===== src/rtl/cfgf_pkg.sv =====
package cfgf_pkg;
   localparam int unsigned CFG_W          = 32;
   localparam int unsigned BYTES_PER_WORD = 4;
   localparam logic [31:0] VEC_BASE_LO    = 32'h0000_0000;
   localparam logic [31:0] VEC_BASE_HI    = 32'hFFF0_0000;
   localparam logic [31:0] VEC_OFFSET     = 32'h0000_0100;
   typedef logic [CFG_W-1:0] cfg_word_t;
endpackage


===== src/rtl/cfgf_seq.sv =====
// Read sequencer: one read index drives both the address and the byte slot.
module cfgf_seq #(
   parameter int unsigned TOTAL  = 32,
   parameter int unsigned STRIDE = 8,
   parameter int unsigned ADDR_W = 32,
   parameter int unsigned CNT_W  = 5
) (
   input  logic              clk,
   input  logic              rst_n,
   input  logic              mem_ready,
   output logic              mem_rd,
   output logic [ADDR_W-1:0] mem_addr,
   output logic [CNT_W-1:0]  rd_idx,
   output logic              take,
   output logic              done
);
   localparam logic [CNT_W-1:0] LAST = CNT_W'(TOTAL - 1);

   logic [CNT_W-1:0] idx_q;
   logic             done_q;

   always_ff @(posedge clk or negedge rst_n) begin
      if (!rst_n) begin
         idx_q  <= '0;
         done_q <= 1'b0;
      end else if (take) begin
         if (idx_q == LAST) done_q <= 1'b1;
         else               idx_q  <= idx_q + 1'b1;
      end
   end

   assign mem_rd   = ~done_q;
   assign take     = mem_rd & mem_ready;
   assign mem_addr = ADDR_W'(idx_q) * ADDR_W'(STRIDE);
   assign rd_idx   = idx_q;
   assign done     = done_q;
endmodule


===== src/rtl/cfgf_pack.sv =====
// Byte packer: places the low lane byte into its word, first byte most significant.
module cfgf_pack #(
   parameter int unsigned NUM_WORDS = 8,
   parameter int unsigned CNT_W     = 5,
   parameter int unsigned DATA_W    = 64
) (
   input  logic                        clk,
   input  logic                        rst_n,
   input  logic                        take,
   input  logic [CNT_W-1:0]            rd_idx,
   input  logic [DATA_W-1:0]           rdata,
   output logic [NUM_WORDS-1:0][31:0]  words
);
   localparam int unsigned WI_W = CNT_W - 2;

   logic [7:0]      lane;
   logic [WI_W-1:0] widx;
   logic [1:0]      bpos;

   generate
      if (DATA_W == 8) begin : g_narrow
         assign lane = rdata;
      end else begin : g_wide
         assign lane = rdata[7:0];
      end
   endgenerate

   assign widx = rd_idx[CNT_W-1:2];
   assign bpos = rd_idx[1:0];

   for (genvar w = 0; w < NUM_WORDS; w++) begin : g_word
      logic [31:0] word_q;
      always_ff @(posedge clk or negedge rst_n) begin
         if (!rst_n)
            word_q <= '0;
         else if (take && (widx == WI_W'(w)))
            word_q[{~bpos, 3'b000} +: 8] <= lane;
      end
      assign words[w] = word_q;
   end
endmodule


===== src/rtl/cfgf_vec.sv =====
// Reset vector: base chosen by one master-word bit, plus the fixed reset offset.
module cfgf_vec
   import cfgf_pkg::*;
#(
   parameter int unsigned SEL_BIT = 17
) (
   input  cfg_word_t master,
   input  logic      valid,
   output cfg_word_t vec
);
   generate
      if (SEL_BIT >= CFG_W) begin : g_bad_sel
         $error("cfgf_vec: SEL_BIT outside the configuration word");
      end
   endgenerate

   cfg_word_t base;
   assign base = master[SEL_BIT] ? VEC_BASE_HI : VEC_BASE_LO;
   assign vec  = valid ? (base + VEC_OFFSET) : '0;
endmodule


===== src/rtl/cfgf_fetch.sv =====
module cfgf_fetch
   import cfgf_pkg::*;
#(
   parameter int unsigned NUM_WORDS   = 8,
   parameter int unsigned BYTE_STRIDE = 8,
   parameter int unsigned ADDR_W      = 32,
   parameter int unsigned DATA_W      = 64,
   parameter int unsigned VEC_SEL_BIT = 17
) (
   input  logic              clk,
   input  logic              rst_n,
   output logic [ADDR_W-1:0] mem_addr,
   output logic              mem_rd,
   input  logic [DATA_W-1:0] mem_rdata,
   input  logic              mem_ready,
   output logic              done,
   output logic [31:0]       master_word,
   output logic [31:0]       vector_addr,
   input  logic [2:0]        slave_idx,
   output logic [31:0]       slave_word
);
   localparam int unsigned TOTAL_READS = NUM_WORDS * BYTES_PER_WORD;
   localparam int unsigned CNT_W       = $clog2(TOTAL_READS);

   generate
      if (NUM_WORDS < 2 || NUM_WORDS > 8) begin : g_bad_words
         $error("cfgf_fetch: NUM_WORDS must lie in 2..8");
      end
      if (DATA_W < 8) begin : g_bad_data
         $error("cfgf_fetch: DATA_W narrower than one byte lane");
      end
      if (BYTE_STRIDE == 0) begin : g_bad_stride
         $error("cfgf_fetch: BYTE_STRIDE must be non-zero");
      end
   endgenerate

   logic [CNT_W-1:0]           rd_idx;
   logic                       take;
   logic [NUM_WORDS-1:0][31:0] words;

   cfgf_seq #(
      .TOTAL (TOTAL_READS),
      .STRIDE(BYTE_STRIDE),
      .ADDR_W(ADDR_W),
      .CNT_W (CNT_W)
   ) u_seq (
      .clk      (clk),
      .rst_n    (rst_n),
      .mem_ready(mem_ready),
      .mem_rd   (mem_rd),
      .mem_addr (mem_addr),
      .rd_idx   (rd_idx),
      .take     (take),
      .done     (done)
   );

   cfgf_pack #(
      .NUM_WORDS(NUM_WORDS),
      .CNT_W    (CNT_W),
      .DATA_W   (DATA_W)
   ) u_pack (
      .clk   (clk),
      .rst_n (rst_n),
      .take  (take),
      .rd_idx(rd_idx),
      .rdata (mem_rdata),
      .words (words)
   );

   cfgf_vec #(
      .SEL_BIT(VEC_SEL_BIT)
   ) u_vec (
      .master(words[0]),
      .valid (done),
      .vec   (vector_addr)
   );

   assign master_word = done ? words[0] : '0;

   always_comb begin
      slave_word = '0;
      if (done) begin
         for (int k = 0; k < NUM_WORDS; k++) begin
            if (slave_idx == 3'(k)) slave_word = words[k];
         end
      end
   end
endmodule


===== config.mk =====
export PLATFORM = sky130hd
export DESIGN_NAME = cfgf_fetch
export DESIGN_NICKNAME = d
export VERILOG_FILES = /design/src/rtl/cfgf_pkg.sv /design/src/rtl/cfgf_seq.sv /design/src/rtl/cfgf_pack.sv /design/src/rtl/cfgf_vec.sv /design/src/rtl/cfgf_fetch.sv
export SDC_FILE = /design/constraint.sdc
export NUM_CORES = 1
export LEC_CHECK = 0
export BUFFER_PORTS_ARGS = -buffer_cell sky130_fd_sc_hd__buf_2
export CORE_MARGIN = 1.5
export CORE_UTILIZATION = 33
export CTS_CLUSTER_SIZE = 24
export DETAILED_ROUTE_END_ITERATION = 6
export PLACE_DENSITY = 0.48
export SYNTH_ARGS = -nofsm -noshare
export SYNTH_HDL_FRONTEND = slang
export SYNTH_HIERARCHICAL = 1
export SYNTH_SLANG_ARGS = --single-unit

===== constraint.sdc =====
create_clock -name clk -period 4.8 [get_ports clk]
set_input_delay 0.24 -clock clk [delete_from_list [all_inputs] [get_ports clk]]
set_output_delay 0.24 -clock clk [all_outputs]
set_load 0.005 [all_outputs]

## Word-level counts from Yosys, hierarchy flattened

Index checks and enable logic that the tools add are counted.

- Register bits: 262
- Bits of input ports: 70
- Output and inout port bits: 130
- Logic and storage cells: 66

- Add/subtract/negate cells: 3
- Eq/ne operators: 15
- Shift-type cells: 2
- Multiplexer cells: 20
- Bitwise logic cells: 4
- Reductions and logical operators: 12

Operator list:

| operator | count |
|---|---|
| 32-bit two-way mux | 12 |
| 32-bit bitwise mux | 8 |
| 32-bit by 9-bit adder with 32-bit output, second input constant | 1 |
| 8-bit by 7-bit variable shift with 32-bit output, first input constant | 1 |
| 8-bit by 7-bit indexed part select with 32-bit output | 1 |
| 3-bit == test, second input constant | 8 |
| 3-bit by 2-bit == test with 1-bit output, second input constant | 4 |
| 1-bit logical AND | 8 |
| 5-bit negation with 7-bit output | 1 |
| 3-bit by 1-bit == test with 1-bit output, second input constant | 2 |
| 3-bit logical NOT | 2 |
| 5-bit by 1-bit adder with 5-bit output, second input constant | 1 |
| 5-bit == test, second input constant | 1 |
| 2-bit AND reduction | 2 |
| 1-bit inverter | 2 |
| 2-bit inverter | 1 |
| 1-bit bitwise AND | 1 |

## Longest topological paths before layout

- Depth after elaboration: 10
- Depth in mapped cells: 8
- Depth with buffers taken out: 6

## By module

The synthesis kept the hierarchy.

Modules (own cells, without submodules):

| module | times used | cells each | area an instance (um2) | seq. area each (um2) |
|---|---|---|---|---|
| cfgf_pack | 1 | 643 | 10131.0 | 6406.1 |
| cfgf_fetch | 1 | 341 | 2571.2 | 0.0 |
| cfgf_seq | 1 | 54 | 523.0 | 150.1 |
| cfgf_vec | 1 | 33 | 242.7 | 0.0 |

## Worst setup path after synthesis

Ideal clock, no wire load.

- Kind: register to register
- Start point: register u_seq.idx_q[0], in the netlist u_seq/rd_idx[0]
- End point: register u_pack.g_word[2].word_q[10]
- Library setup time: 0.064 ns
- Arrival time: 1.923 ns
- Required time: 4.736 ns
- Slack: 2.812 ns
- Stages on the path, launching flop included: 8
- Path buffers: 2
- Period minus slack after synthesis: 1.988 ns
- Path through: dfrtp_1 > buf_4 > inv_1 > ha_1 > nor4b_1 > and2_2 > buf_2 > mux2_2

- Cells in the longest elaborated chain, start to end: 4
- Elaborated cells on any way between the ends: 5
- Classes of those cells: add/sub (1); shift (2); mux (1); bitwise (1)

Ends and longest elaborated chain:

| element | line | source |
|---|---|---|
| start, declared | cfgf_seq.sv:19 | `logic [CNT_W-1:0] idx_q;` |
| start signal, assigned | cfgf_seq.sv:28 | `else idx_q <= idx_q + 1'b1;` |
| 2-bit inverter (*) | cfgf_pack.sv:37 | `word_q[{~bpos, 3'b000} +: 8] <= lane;` |
| 5-bit negation with 7-bit output (*) | cfgf_pack.sv:37 |  |
| 8-bit by 7-bit indexed part select with 32-bit output / 8-bit by 7-bit variable shift with 32-bit output (equally long branches) | cfgf_pack.sv:37 |  |
| 32-bit bitwise mux (*) | cfgf_pack.sv:37 |  |
| end signal, assigned by index | cfgf_pack.sv:37 |  |
| end, declared | cfgf_pack.sv:32 | `logic [31:0] word_q;` |

Every way passes the cells marked *; elsewhere a longest branch is shown, timed or not.
A chain may end at the register's enable or synchronous reset.

## Final worst setup path

- Start point: input slave_idx[1]
- End point: output slave_word[14]

- Cells in the longest elaborated chain, start to end: 10
- Elaborated cells on any way between the ends: 17
- Classes of those cells: eq/ne (7); mux (9); reduce/logical (1)

Ends and longest elaborated chain:

| element | line | source |
|---|---|---|
| start, declared | cfgf_fetch.sv:19 | `input logic [2:0] slave_idx,` |
| 3-bit logical NOT | cfgf_fetch.sv:84 | `if (slave_idx == 3'(k)) slave_word = words[k];` |
| 32-bit two-way mux (7 in series) | cfgf_fetch.sv:84 |  |
| 32-bit two-way mux (*) | cfgf_fetch.sv:84 |  |
| 32-bit two-way mux (*) | cfgf_fetch.sv:82 | `if (done) begin` |
| end, declared | cfgf_fetch.sv:20 | `output logic [31:0] slave_word` |

Marks and branches as above.

==> results.toml <==
[outcome]
outcome = "finished clean"

[floorplan]
core_um2 = 40010
dieWidth_um = 205.0
io-pin-count = 200
die_area_um2 = 42030
num_rows = 73
start_util_pct = 33.66
dieHeight_um = 205.0

[timing]
max_freq_mhz = 327.7
finalHoldViolations = 0
setup_violations = 0
rsz0062_at_grt = "false"
final.min_clock_period_ns = 3.051
clock_skew_ns = 0.01143
drv_slew = 0
fin_crit_sh_pct = 63.57
tightest_slew_ns = 1.247
slew_headroom_pct = 15.76
tns_ns = 0

[clock_tree]
htreeDepth = 1
cts_tree = "done"
numCtsBuffers = 31
clockBufferDepth = 3
clock_sinks = 262
clock_tree.root_cell = "clkbuf_16"
clk_latency_ns = 0.55
cts_setup_buffers = 0
clk_pin_slew_worst_paths_ns = 0.05

[drt]
wl_per_cell_um = 21.33
wl_um = 35430
vias = 8418
drtPass1Iterations = 4
drt_iter0_markers = 403
detail-route-antenna-nets = 0
drc = 0
vias_per_cell = 5.068

[setup_path]
path_max_fanout = 63
crit_type = "primary input to output pin"
cp_common_cell = "buf_2"
critPathRequiredTime_ns = 4.56
start_kind = "primary input"
cp_data_arrival_time_ns = 2.81
timing.rr.start = "u_seq/rd_idx[0]$_DFFE_PN0P_"
cp_slowest_stage_delay_ns = 0.67
critical_path.endpoint_type = "output pin"
crit_chain = "buf_2 -> buf_4 -> and3_1 -> nand2_1 -> a21boi_0 -> buf_2"
reg2reg_slack_ns = 2.21
reg2reg_depth = 4
slowest_stage = "buf_4"
r2r_end = "u_pack/g_word[5].word_q[11]$_DFFE_PN0P_"

[place]
place_hpwl_um = 21250
gp_congestion = 0.7068
post_dp_cell_area_um2 = 13990
port_buffers = 97

[final_layout]
drive_gt1_share_pct = 43.35
nets = 1190
n_fill_cell = 3933
areaGrowthSynthToFinish_pct = 11.07
design_area_um2 = 14960

[synth]
syn-mean-instance-area_um2 = 12.58
synthArstFlopShare_pct = 100.0
ys_seq_area_share_pct = 48.68
yosys_register_bits = 262
netlist_area_um2 = 13470
ys_types = 56
synth_ff_type = "dfrtp_1"
syn_inst = 1071
synth_edf_count = 0
yosys_warnings = 6

[global_routing]
grt_usage_pct = 16.92
grt_pass1_vias = 8412
grt_max_degree = 118
antenna_found_initial = 0
grt_pass1_wl_um = 53710
grt_overflow = 0

[pwr]
power-per-cell-area_nw_per_um2 = 312.5
ir_drop_v = 0.0002401
leakage_nw = 7.190
p_total_w = 0.004675

[worst_hold_path]
holdCritPathClass = "primary input to async pin"

[job]
drv_cap = 0
worst max-delay path by stage:
stage                                           start  slack (ns)                                      end
after CTS                                slave_idx[1]        1.67                           slave_word[27]
final                                    slave_idx[1]        1.75                           slave_word[14]
after global routing                     slave_idx[1]        1.58                           slave_word[27]
after global placement                   slave_idx[1]        1.64                           slave_word[27]
after detailed placement                 slave_idx[1]        1.67                           slave_word[27]
after floorplan           u_seq/rd_idx[0]$_DFFE_PN0P_        2.81  u_pack/g_word[2].word_q[10]$_DFFE_PN0P_
synthesized netlist by cell type, drive strengths merged (3+ instances only):
cell type,number,share of area [%]
buf,113,5.8
nand3b,18,1.0
nand2,51,1.4
mux4,24,4.2
mux2i,3,0.22
a21boi,5,0.28
nor3,3,0.32
o221a,7,0.59
ha,7,0.65
nor2,34,1.4
nand2b,18,0.84
and2,63,3.0
a31oi,12,0.56
o221ai,16,1.0
o21ai,35,1.3
inv,4,0.11
clkbuf,31,0.86
a21oi,27,1.0
mux2,279,23
nor4b,7,0.46
o2111ai,10,0.65
dfrtp,262,49
nand3,16,0.71
report_power, final:
part / switching (W) / total (W) / internal (W)
clock: 0.000907 / 0.00222 / 0.00131
combinational: 0.000180 / 0.000246 / 0.0000663
sequential: 0.00000208 / 0.00221 / 0.00221
total: 0.00109 / 0.00468 / 0.00359
cell type report:
type / count / area (um^2) / share of cell area (%)
diodes: 1 / 2.502 / 0.01673
clock buffers: 47 / 885.9 / 5.922
clock inverters: 8 / 65.06 / 0.4349
inverters: 5 / 18.77 / 0.1255
multi-input cells: 704 / 6165 / 41.21
flip-flops and latches: 262 / 6558 / 43.84
well taps: 525 / 656.9 / 4.391
repair buffers: 109 / 608.1 / 4.065
metal layers:
metal	up-vias	global-route usage [%]	part of all wire, %
met5	-	0	0
li1	3810	-	-
met1	4393	24.18	48
met2	173	27.24	47
met3	42	2.179	3.5
met4	0	3.832	1.8
cell families (layout without fill, tap and decap cells):
logic type	Yosys count	count (layout)	synth area share, %
compound gates	119	119	5.844
xor+xnor	3	3	0.1951
fa+ha+maj	7	7	0.6503
buf+inv	149	169	6.772
flops	262	262	48.68
mux	306	306	27.81
other cells	2	47	0.05576
simple gates	223	223	9.987
layout by cell type, fill, tap and decap left out, types with 5 or more instances in the layout:
| cell type | synthesis | layout |
|---|---|---|
| nand3b_1 | 18 | 18 |
| buf_4 | 75 | 11 |
| a21oi_1 | 27 | 27 |
| nand2b_1 | 18 | 18 |
| mux4_1 | 8 | 8 |
| o221ai_1 | 16 | 16 |
| mux2_2 | 278 | 278 |
| buf_2 | 32 | 94 |
| and2_1 | 42 | 42 |
| a31oi_1 | 12 | 12 |
| dfrtp_1 | 262 | 261 |
| clkbuf_8 | 0 | 5 |
| nand3_1 | 13 | 13 |
| clkinv_2 | 0 | 7 |
| nor4b_1 | 7 | 7 |
| conb_1 | 2 | 46 |
| o2111ai_1 | 10 | 10 |
| and2_0 | 14 | 14 |
| ha_1 | 7 | 7 |
| and2_2 | 7 | 7 |
| nor2_1 | 12 | 12 |
| o21ai_0 | 35 | 35 |
| nand2_1 | 51 | 51 |
| mux4_2 | 16 | 16 |
| clkbuf_16 | 0 | 31 |
| clkbuf_1 | 31 | 11 |
| o221a_2 | 7 | 7 |
| nor2_2 | 20 | 20 |
stage by stage:
stage / util [%] / instances / hold slack, ns / setup WS (ns)
floorplan: - / 1115 / -0.05559 / 2.812
CTS: 37.39 / 1660 / 0.3417 / 1.670
detailed placement: 34.96 / 1603 / 0.4021 / 1.668
global route: 37.39 / 1660 / 0.3446 / 1.576
global placement: 34.96 / 1603 / 0.4094 / 1.636
finish: 37.39 / 1661 / 0.3432 / 1.749
state kept, by name (all words and copies together) (netlist names):
signal	flops
u_pack/g_word.word_q	256
u_seq/done	1
u_seq/rd_idx	5
worst max-delay path: cells and delay by family:
family / cells / cell delay [ns]
simple gates: 2 / 0.52
buf+inv: 3 / 1.48
compound gates: 1 / 0.49
what timing repair did:
action / in CTS / in global routing
resized for setup: 0 / 0
hold buffers: 2 / 0
hold endpoints to repair: 116 / 0
No activity file was read; power rests on OpenSTA's default activity.
